`src/rtl/wvc_pkg.sv`:
```
package wvc_pkg;
  typedef enum logic [1:0] {
    PS_AWAKE  = 2'd0,
    PS_SLEEP  = 2'd1,
    PS_STAB   = 2'd2,
    PS_SWITCH = 2'd3
  } pwrState_t;

  typedef struct packed {
    logic idleStep;
    logic stabStep;
  } dpStrobe_t;
endpackage

```
`src/rtl/wvc_dp.sv`:
```
module wvc_dp
  import wvc_pkg::*;
#(
  parameter int IDLE_W = 16,
  parameter int STAB_W = 16
) (
  input  logic              clk,
  input  logic              rstN,
  input  dpStrobe_t         strobe,
  input  logic [IDLE_W-1:0] idleLimit,
  input  logic [STAB_W-1:0] stabLimit,
  input  logic              voteSet,
  input  logic              voteClr,
  output logic              idleLast,
  output logic              stabLast,
  output logic              voteHeld
);
  localparam int IDLE_XW = IDLE_W + 1;
  localparam int STAB_XW = STAB_W + 1;

  logic [IDLE_W-1:0]  idleCnt;
  logic [STAB_W-1:0]  stabCnt;
  logic [IDLE_XW-1:0] idleNext;
  logic [STAB_XW-1:0] stabNext;

  always_comb begin
    idleNext = {1'b0, idleCnt} + IDLE_XW'(1);
    stabNext = {1'b0, stabCnt} + STAB_XW'(1);
    idleLast = idleNext >= {1'b0, idleLimit};
    stabLast = stabNext >= {1'b0, stabLimit};
  end

  always_ff @(posedge clk) begin
    if (!rstN) begin
      idleCnt  <= '0;
      stabCnt  <= '0;
      voteHeld <= 1'b0;
    end else begin
      idleCnt <= (strobe.idleStep && !idleLast) ? idleNext[IDLE_W-1:0] : '0;
      stabCnt <= (strobe.stabStep && !stabLast) ? stabNext[STAB_W-1:0] : '0;
      if (voteSet)      voteHeld <= 1'b1;
      else if (voteClr) voteHeld <= 1'b0;
    end
  end
endmodule

```
`src/rtl/wvc_ctrl.sv`:
```
module wvc_ctrl
  import wvc_pkg::*;
(
  input  logic      clk,
  input  logic      rstN,
  input  logic      idleIn,
  input  logic      busReq,
  input  logic      voteHeld,
  input  logic      idleLast,
  input  logic      stabLast,
  output dpStrobe_t strobe,
  output logic      xtalEn,
  output logic      clkSelXtal,
  output logic      busReady,
  output logic      awakeStat
);
  pwrState_t state, stateNext;
  logic idleQual;

  always_comb begin
    idleQual        = idleIn && !voteHeld && !busReq;
    strobe.idleStep = (state == PS_AWAKE) && idleQual;
    strobe.stabStep = (state == PS_STAB);
    stateNext = state;
    unique case (state)
      PS_AWAKE:  if (strobe.idleStep && idleLast) stateNext = PS_SLEEP;
      PS_SLEEP:  if (busReq || voteHeld)          stateNext = PS_STAB;
      PS_STAB:   if (stabLast)                    stateNext = PS_SWITCH;
      PS_SWITCH:                                  stateNext = PS_AWAKE;
      default:                                    stateNext = PS_AWAKE;
    endcase
  end

  always_ff @(posedge clk) begin
    if (!rstN) state <= PS_AWAKE;
    else       state <= stateNext;
  end

  always_comb begin
    xtalEn     = (state != PS_SLEEP);
    clkSelXtal = (state == PS_AWAKE) || (state == PS_SWITCH);
    busReady   = (state == PS_AWAKE);
    awakeStat  = (state == PS_AWAKE);
  end
endmodule

```
`src/rtl/wake_vote_ctrl.sv`:
```
module wake_vote_ctrl
  import wvc_pkg::*;
#(
  parameter int IDLE_W = 16,
  parameter int STAB_W = 16
) (
  input  logic              clk,
  input  logic              rstN,
  input  logic              idleIn,
  input  logic [IDLE_W-1:0] idleLimit,
  input  logic [STAB_W-1:0] stabLimit,
  input  logic              voteSet,
  input  logic              voteClr,
  input  logic              busReq,
  output logic              busReady,
  output logic              xtalEn,
  output logic              clkSelXtal,
  output logic              awakeStat,
  output logic              voteHeld
);
  dpStrobe_t strobe;
  logic idleLast, stabLast;

  wvc_ctrl u_ctrl (
    .clk(clk), .rstN(rstN), .idleIn(idleIn), .busReq(busReq),
    .voteHeld(voteHeld), .idleLast(idleLast), .stabLast(stabLast),
    .strobe(strobe), .xtalEn(xtalEn), .clkSelXtal(clkSelXtal),
    .busReady(busReady), .awakeStat(awakeStat)
  );

  wvc_dp #(.IDLE_W(IDLE_W), .STAB_W(STAB_W)) u_dp (
    .clk(clk), .rstN(rstN), .strobe(strobe), .idleLimit(idleLimit),
    .stabLimit(stabLimit), .voteSet(voteSet), .voteClr(voteClr),
    .idleLast(idleLast), .stabLast(stabLast), .voteHeld(voteHeld)
  );
endmodule

```
`config.mk`:
```
export PLATFORM = sky130hd
export DESIGN_NAME = wake_vote_ctrl
export DESIGN_NICKNAME = d
export VERILOG_FILES = /design/src/rtl/wvc_pkg.sv /design/src/rtl/wvc_dp.sv /design/src/rtl/wvc_ctrl.sv /design/src/rtl/wake_vote_ctrl.sv
export SDC_FILE = /design/constraint.sdc
export NUM_CORES = 1
export LEC_CHECK = 0
export CAP_MARGIN = 20
export CORE_AREA = 2 2 84 106
export CTS_BUF_LIST = sky130_fd_sc_hd__clkbuf_8
export DETAILED_ROUTE_END_ITERATION = 12
export DIE_AREA = 0 0 86 108
export PLACE_DENSITY = 0.61
export SLEW_MARGIN = 20
export SYNTH_ARGS = -nofsm -noshare
export SYNTH_HDL_FRONTEND = slang
export SYNTH_SLANG_ARGS = --single-unit
```
`constraint.sdc`:
```
create_clock -name clk -period 3.9 [get_ports clk]
set_clock_uncertainty 0.2 [all_clocks]
set_input_delay 0.39 -clock clk [delete_from_list [all_inputs] [get_ports clk]]
set_output_delay 0.39 -clock clk [all_outputs]
set_load 0.005 [all_outputs]
```
---- After elaboration in Yosys (flattened, before gate mapping) ----
Cells that the tools add are included.
W data, S select, Z words.
word-level totals
  flip-flop bits (word level) ............. 35
  input bits .............................. 38
  output and inout bits ................... 5
  word-level logic and storage cells ...... 38
operators by class
  $add $sub $neg .......................... 2
  order comparisons ....................... 2
  equality and inequality tests ........... 7
  mux-type cells .......................... 6
  reduce and logical (&&, ||, !) cells .... 17
operators by type and width
  operator                 count
  $add A16 B1 Y17 const B  2
  $ge A17 B16 Y1           2
  $pmux W2 S4              1
  $logic_and A1 B1 Y1      6
  $mux W2                  3
  $ne A2 B1 Y1 const B     3
  $eq A2 B2 Y1 const B     2
  $logic_not A1 Y1         4
  $reduce_and A2 Y1        2
  $reduce_and A3 Y1        1
  $eq A2 B1 Y1 const B     1
  $logic_not A2 Y1         1
  $logic_or A1 B1 Y1       2
  $mux W1                  2
  $ne A2 B2 Y1 const B     1
  $reduce_bool A2 Y1       1

---- Depth between registers and ports, before layout ----
Gate-level depths: netlist of the first run.
  depth in word-level cells ............... 7
  depth in mapped cells ................... 14
  gate-level depth less buffers ........... 13

---- Hierarchy ----
From an unflattened synthesis of the first run, not the netlist that was laid out.
unflattened totals
  cells, all modules ...................... 301
  area, all modules ....................... 2,502.4 µm²
by module, submodules not included
  module    instances  cells an instance  area each (µm²)  sequential area each (µm²)
  wvc_dp    1          279                2,324.7          660.6
  wvc_ctrl  1          22                 177.7            40.0

---- Worst setup path before layout of the first run ----
No wires, ideal clock.
  path kind ............................... register -> register
  start point ............................. register u_dp.stabCnt[0]
  end point ............................... register u_dp.stabCnt[15]
  setup time .............................. 0.065 ns
  data arrival time ....................... 2.742 ns
  data required time ...................... 3.635 ns
  path slack .............................. 0.893 ns
  cell stages (with the launch flop) ...... 14
  buffers on the path ..................... 1
  period minus slack after synthesis ...... 3.007 ns
  cells stage by stage .................... dfxtp_1 > ha_1 > and4_1 > nand4_1 > nor3_1 > xor2_1 > ha_1 > a21oi_1 > o21ai_0 > a31o_2 > a211o_1 > or2_4 > buf_6 > nor2b_1
between the ends
  cells in the longest elaborated chain, start to end .. 5
ends and longest elaborated chain
  element                      RTL line      RTL
  from (decl)                  wvc_dp.sv:22  logic [STAB_W-1:0] stabCnt;
  from (signal assigned)       wvc_dp.sv:40  stabCnt <= (strobe.stabStep && !stabLast) ? stabNext[STAB_W-1:0] : '0;
  $add A16 B1 Y17              wvc_dp.sv:28  stabNext = {1'b0, stabCnt} + STAB_XW'(1);
  net u_dp.stabNext[14]        wvc_dp.sv:24  logic [STAB_XW-1:0] stabNext;
  $ge A17 B16 Y1               wvc_dp.sv:30  stabLast = stabNext >= {1'b0, stabLimit};
  $logic_not A1 Y1             wvc_dp.sv:40
  $logic_and A1 B1 Y1          wvc_dp.sv:40
  $reduce_and A2 Y1 (no line)  n/a
The timed path passes the listed nets, and every way through them passes these cells.
A chain may end at the register's enable or synchronous reset.

---- Worst setup path in the final report of the first run ----
  start point ............................. register u_dp.idleCnt[0]
  end point ............................... register u_dp.idleCnt[5]
between the ends
  cells in the longest elaborated chain, start to end .. 5
ends and longest elaborated chain
  element                      RTL line      RTL
  from (decl)                  wvc_dp.sv:21  logic [IDLE_W-1:0] idleCnt;
  from (signal assigned)       wvc_dp.sv:39  idleCnt <= (strobe.idleStep && !idleLast) ? idleNext[IDLE_W-1:0] : '0;
  $add A16 B1 Y17              wvc_dp.sv:27  idleNext = {1'b0, idleCnt} + IDLE_XW'(1);
  net u_dp.idleNext[8]         wvc_dp.sv:23  logic [IDLE_XW-1:0] idleNext;
  $ge A17 B16 Y1               wvc_dp.sv:29  idleLast = idleNext >= {1'b0, idleLimit};
  $logic_not A1 Y1             wvc_dp.sv:39
  $logic_and A1 B1 Y1          wvc_dp.sv:39
  $reduce_and A2 Y1 (no line)  n/a
The timed path passes the listed nets, and every way through them passes these cells.

==> results_dict.tcl, run 1 <==
set metrics [dict create \
    status "completed" \
    clock_latency_ns 0.29 \
    ys.flop_type "dfxtp_1" \
    postCtsSetupRepairBufs 0 \
    syn2layout_area_growth_pct 25.7 \
    synthSimpleGateAreaFrac_pct 25.4 \
    cts_hold_buffers 0 \
    synth_edf_count 0 \
    grt_pass1_vias 1994 \
    cp-start-kind "flop" \
    drtIter0Drc 32 \
    finalHoldViolations 0 \
    async_flop_share_pct 0 \
    routed_wl_um 5030 \
    die_y_um 108 \
    grt_setup_unrepaired "false" \
    antenna_found_initial 0 \
    cts_root_buf "clkbuf_8" \
    place_congestion 0.825 \
    wl_per_cell_um 11.6 \
    cts_tree "built" \
    grt.met2_usage_pct 21.4 \
    busiest_layer "met2" \
    cp_max_fo 16 \
    vias 1989 \
    worstPathRequired_ns 3.92 \
    fin_ws_ns 0.621 \
    crit_type "reg -> reg" \
    synth_compound_area_share_pct 8.29 \
    slowest_stage "or3_4" \
    ys_types 34 \
    htreeDepth 2 \
    cp.arrival_ns 3.30 \
    grt_pass1_wl_um 8590 \
    ant_nets 0 \
    hold_class "reg -> reg" \
    firstDrtPassIters 4 \
    route.detailed.drc 0 \
    synth-seq-cells 35 \
    relSlewSlack_pct 75.1 \
    numCtsBuffers 5 \
    synth_xor_area_share_pct 10.1 \
    syn_area_um2 2430 \
    dp_hpwl_um 4130 \
    powerDensity_nw_per_um2 250 \
    layout.cells.most_common "inv_1" \
    clock_sink_count 35 \
    ir_drop_mv 0.162 \
    clockBufferDepth 2 \
    final-max-slew-violation-count 0 \
    syn_nets 364 \
    max_freq_mhz 305 \
    layout_common_cells "inv_1 (43), clkdlybuf4s50_1 (42), ha_1 (37)" \
    design.die.area_um2 9290 \
    grt_max_degree 17 \
    clk_pin_slew_ns 0.07 \
    setup_viol 0 \
    cts_resized 0 \
    fin_nets 410 \
    diodes 0 \
    synthAdderAreaFrac_pct 19.1 \
    grt_util_all_layers_pct 11.4 \
    fin_crit_sh_pct 84.1 \
    p_leak_nw 1.36 \
    pre_cts_ws_ns 0.622 \
    core_um2 8190 \
    syn_inst 289 \
    io_buffers 42 \
    slowest_delay_ns 0.48 \
    final.setup.tns_ns 0 \
    grtUsageMet3_pct 2.21 \
    drive_gt1_share_pct 5.95 \
    pin_count 43 \
    synth_top_family_by_area "simple AND/OR/NAND/NOR gates" \
    yosys_warnings 0 \
    met1_usage_pct 13.2 \
    gr-total-overflow 0 \
    syn_area_per_cell_um2 8.40 \
    worst-slew-pin-transition_ns 0.371 \
    crit_chain "ha_1 > nand2_1 > nor2_1 > and3_1 > xor2_1 > ha_1 > a2111oi_2 > o221ai_1 > o221ai_1 > nand4_1 > or3_4 > nor2b_1" \
    viasPerCell 4.59 \
    muxShareOfSynthArea_pct 0.412 \
    start_util_pct 29.6 \
    cp-end-kind "flop" \
    cap_viol_max_count 0 \
    rows 37 \
    die_width_um 86 \
    fin_crit_ns 3.28 \
    yosysSeqAreaShare_pct 28.9 \
]
[critical path, delay by kind of cell, from the launching register on]
family | cells | cell delay, ns
flip-flops | 1 | 0.37
XOR/XNOR | 1 | 0.18
AND/OR/NAND/NOR | 6 | 1.24
adder cells (fa/ha/maj) | 2 | 0.51
AO/OA/AOI/OAI | 3 | 0.71
[worst paths after layout]
| kind | slack, ns | endpoint | from | cells past startpoint |
|---|---|---|---|---|
| min reg2reg | 0.26 | u_dp.idleCnt[0] | u_dp.idleCnt[0] | 1 |
| max | 0.62 | u_dp.idleCnt[5] | u_dp.idleCnt[0] | 12 |
| max reg2reg | 0.62 | u_dp.idleCnt[5] | u_dp.idleCnt[0] | 12 |
| min | 0.26 | u_dp.idleCnt[0] | u_dp.idleCnt[0] | 1 |
[power breakdown]
group | internal, mW | switching (mW)
combinational | 0.0465 | 0.0277
clock | 0.190 | 0.139
sequential | 0.358 | 0.000994
total | 0.595 | 0.168
[metrics by stage]
step,utilization [%],hold slack [ns],instance area (um2),power (mW),std cells
global placement,35.9,0.242,2940,0.442,425
detailed placement,35.9,0.250,2940,0.442,425
finish,37.3,0.262,3050,0.763,433
global route,37.3,0.308,3050,0.794,433
floorplan,-,0.229,2430,0.396,289
CTS,37.3,0.269,3050,0.777,433
[routing by layer]
layer	share of wire, %	wire [um]
met3	4.5	226
met4	1.1	54
met1	44	2210
met5	0	0
met2	50	2540
[cell families (layout without fill, tap and decap cells)]
group | count (synthesis) | count (layout)
compound gates | 31 | 31
xor+xnor | 28 | 28
fa+ha+maj | 37 | 37
buf+inv | 46 | 93
flops | 35 | 35
mux | 1 | 1
simple gates | 111 | 111
[synthesized netlist by cell type, types with 2 or more instances]
cell | count | area [um2]
and3_1 | 6 | 37.5
o221ai_1 | 2 | 17.5
nand3_1 | 14 | 70.1
xnor2_1 | 19 | 166
o21a_1 | 3 | 22.5
nor3_1 | 8 | 40.0
inv_1 | 43 | 161
o21ai_0 | 5 | 25.0
dfxtp_1 | 35 | 701
nor2b_2 | 8 | 70.1
nand2_1 | 21 | 78.8
ha_1 | 37 | 463
buf_6 | 2 | 22.5
and2_1 | 2 | 12.5
and4_1 | 3 | 26.3
nor2b_1 | 22 | 138
a21oi_1 | 13 | 65.1
nand4_1 | 9 | 56.3
nor2_1 | 14 | 52.6
xor2_1 | 9 | 78.8
[flip-flops by register name, summed over array words and instances, names as in the netlist]
signal / cells
u_dp.idleCnt: 16
u_ctrl.state: 2
u_dp.stabCnt: 16
u_dp.voteHeld: 1
[cell type report]
cell class / instances / area (um2)
Multi-Input combinational cell: 208 / 1540
Fill cell: 846 / 5140
Clock inverter: 3 / 43.8
Inverter: 43 / 161
Clock buffer: 5 / 68.8
Tap cell: 97 / 121
Sequential cell: 35 / 701
Timing Repair Buffer: 42 / 420
Note: power is estimated with default switching activity, not from simulation.
==> inputs of run 2 (changes only) <==
==> constraint.sdc (replaced) <==
create_clock -name clk -period 3.3 [get_ports clk]
set_clock_uncertainty 0.2 [all_clocks]
set_input_delay 0.33 -clock clk [delete_from_list [all_inputs] [get_ports clk]]
set_output_delay 0.33 -clock clk [all_outputs]
set_load 0.005 [all_outputs]
==> results_dict.tcl, run 2 (synthesis results as in run 1) <==
set metrics [dict create \
    powerDensity_nw_per_um2 299 \
    cts_hold_buffers 0 \
    grt_pass1_wl_um 8580 \
    route.detailed.drc 0 \
    gr-total-overflow 0 \
    worstPathRequired_ns 3.33 \
    finalHoldViolations 0 \
    switching_share_pct 20.1 \
    crit_family "simple AND/OR/NAND/NOR gates" \
    status "completed" \
    routed_wl_um 5280 \
    startpoint "u_dp.idleCnt[0]" \
    clock_latency_ns 0.28 \
    hold_class "reg -> reg" \
    crit_type "reg -> reg" \
    pwr-share-clk_pct 47.2 \
    crit_buf_inv 0 \
    grt_pass1_vias 2010 \
    diodes 0 \
    numCtsBuffers 5 \
    stdcell_count 445 \
    seq_power_share_pct 43.4 \
    syn2layout_area_growth_pct 34.7 \
    switchingPower_mw 0.197 \
    dp_cells 431 \
    totalPowerFinal_mw 0.978 \
    ir_drop_mv 0.205 \
    antenna_found_initial 0 \
    clockBufferDepth 2 \
    setup_viol 0 \
    cp_max_fo 8 \
    clock_sink_count 35 \
    crit_top_cell "o221ai_1" \
    hold_slack_ns 0.248 \
    layout.cells.most_common "inv_1" \
    drtIter0Drc 47 \
    worst-slew-pin-transition_ns 0.310 \
    wl_per_cell_um 11.9 \
    htreeDepth 2 \
    cp.arrival_ns 3.25 \
    clk_pin_slew_ns 0.08 \
    cap_viol_max_count 0 \
    fin_crit_ns 3.22 \
    slowest_delay_ns 0.50 \
    ant_nets 0 \
    r2r_start "u_dp.idleCnt[0]" \
    start_util_pct 29.6 \
    final-max-slew-violation-count 0 \
    cts_root_buf "clkbuf_8" \
    regArea_um2 707 \
    io_buffers 42 \
    hold_start "u_dp.idleCnt[0]" \
    die_width_um 86 \
    layout_common_cells "inv_1 (43), clkdlybuf4s50_1 (42), ha_1 (36)" \
    viasPerCell 4.62 \
    fin_crit_sh_pct 97.7 \
    dp_hpwl_um 4120 \
    fin_nets 422 \
    place_congestion 0.819 \
    multi_input_area_um2 1640 \
    grt_max_degree 17 \
    fillers 819 \
    design.die.area_um2 9290 \
    power_report.internal_total_mw 0.781 \
    max_freq_mhz 310 \
    rows 37 \
    reg.largest.list "u_dp.idleCnt: 16 flops, u_dp.stabCnt: 16 flops, u_ctrl.state: 2 flops" \
    final.setup.tns_ns 0 \
    cp-end-kind "flop" \
    relSlewSlack_pct 79.2 \
    cp-start-kind "flop" \
    cts_tree "built" \
    die_y_um 108 \
    firstDrtPassIters 4 \
    p_leak_nw 1.45 \
    crit_chain "ha_4 > nand2_4 > nor2_4 > and3_4 > xor2_2 > ha_1 > a2111oi_4 > o221ai_1 > o221ai_1 > nand4_1 > or3_4 > nor2b_1" \
    combPwrFrac_pct 9.4 \
    vias 2057 \
    pin_count 43 \
    core_um2 8190 \
    drive_gt1_share_pct 14.1 \
    slowest_stage "or3_4" \
    grt_util_all_layers_pct 11.4 \
    grt_setup_unrepaired "true" \
]
[run 2: metrics by stage]
stage	utilization (%)	area, um2	setup WS [ns]
6_report	39.9	3270	0.0753
5_1_grt	39.9	3270	-0.124
4_1_cts	38.1	3120	0.0906
3_5_place_dp	36.4	2990	0.124
3_3_place_gp	36.4	2990	0.216
2_1_floorplan	-	2430	0.293
[run 2: path summary, 6_finish.rpt]
| check | depth (start not counted) | end | slack [ns] |
|---|---|---|---|
| setup / recovery | 12 | u_dp.idleCnt[7] | 0.08 |
| hold / removal | 1 | u_dp.idleCnt[0] | 0.25 |
| setup reg to reg | 12 | u_dp.idleCnt[7] | 0.08 |
| hold reg to reg | 1 | u_dp.idleCnt[0] | 0.25 |
[run 2: power groups by stage]
stage	Sequential, mW	Clock [mW]	Combinational (mW)
floorplan	0.434	0	0.0339
global placement	0.434	0	0.0877
detailed placement	0.434	0	0.0886
CTS	0.424	0.479	0.0895
global route	0.425	0.502	0.102
finish	0.424	0.462	0.0917
[run 2: layout make-up]
cell class                 count  area share, %
clock buffer                   5           2.10
clock inverter                 3           2.07
inverter                      43           4.93
multi-input combinational    209           50.2
sequential                    35           21.6
tap                           97           3.71
timing repair buffer          53           15.4
[run 2: repair_timing]
| item | in CTS | in global routing |
|---|---|---|
| buffers inserted | 0 | 5 |
| gates resized for setup | 0 | 23 |
| setup endpoints to repair | 0 | 32 |
[run 2: worst reg2reg max path, stage by stage, from the launching register on]
cell and delay [ns]:
dfxtp_4 0.37, ha_4 0.16, nand2_4 0.06, nor2_4 0.12, and3_4 0.20, xor2_2 0.15
ha_1 0.30, a2111oi_4 0.37, o221ai_1 0.17, o221ai_1 0.23, nand4_1 0.20, or3_4 0.50
nor2b_1 0.13
[run 2: per-layer routing]
layer	track usage, %	vias to the layer above	wire length [um]
met5	0	-	0
met4	3.85	0	106
met3	2.21	8	217
met2	20.7	35	2680
met1	13.4	932	2280
li1	-	1082	-
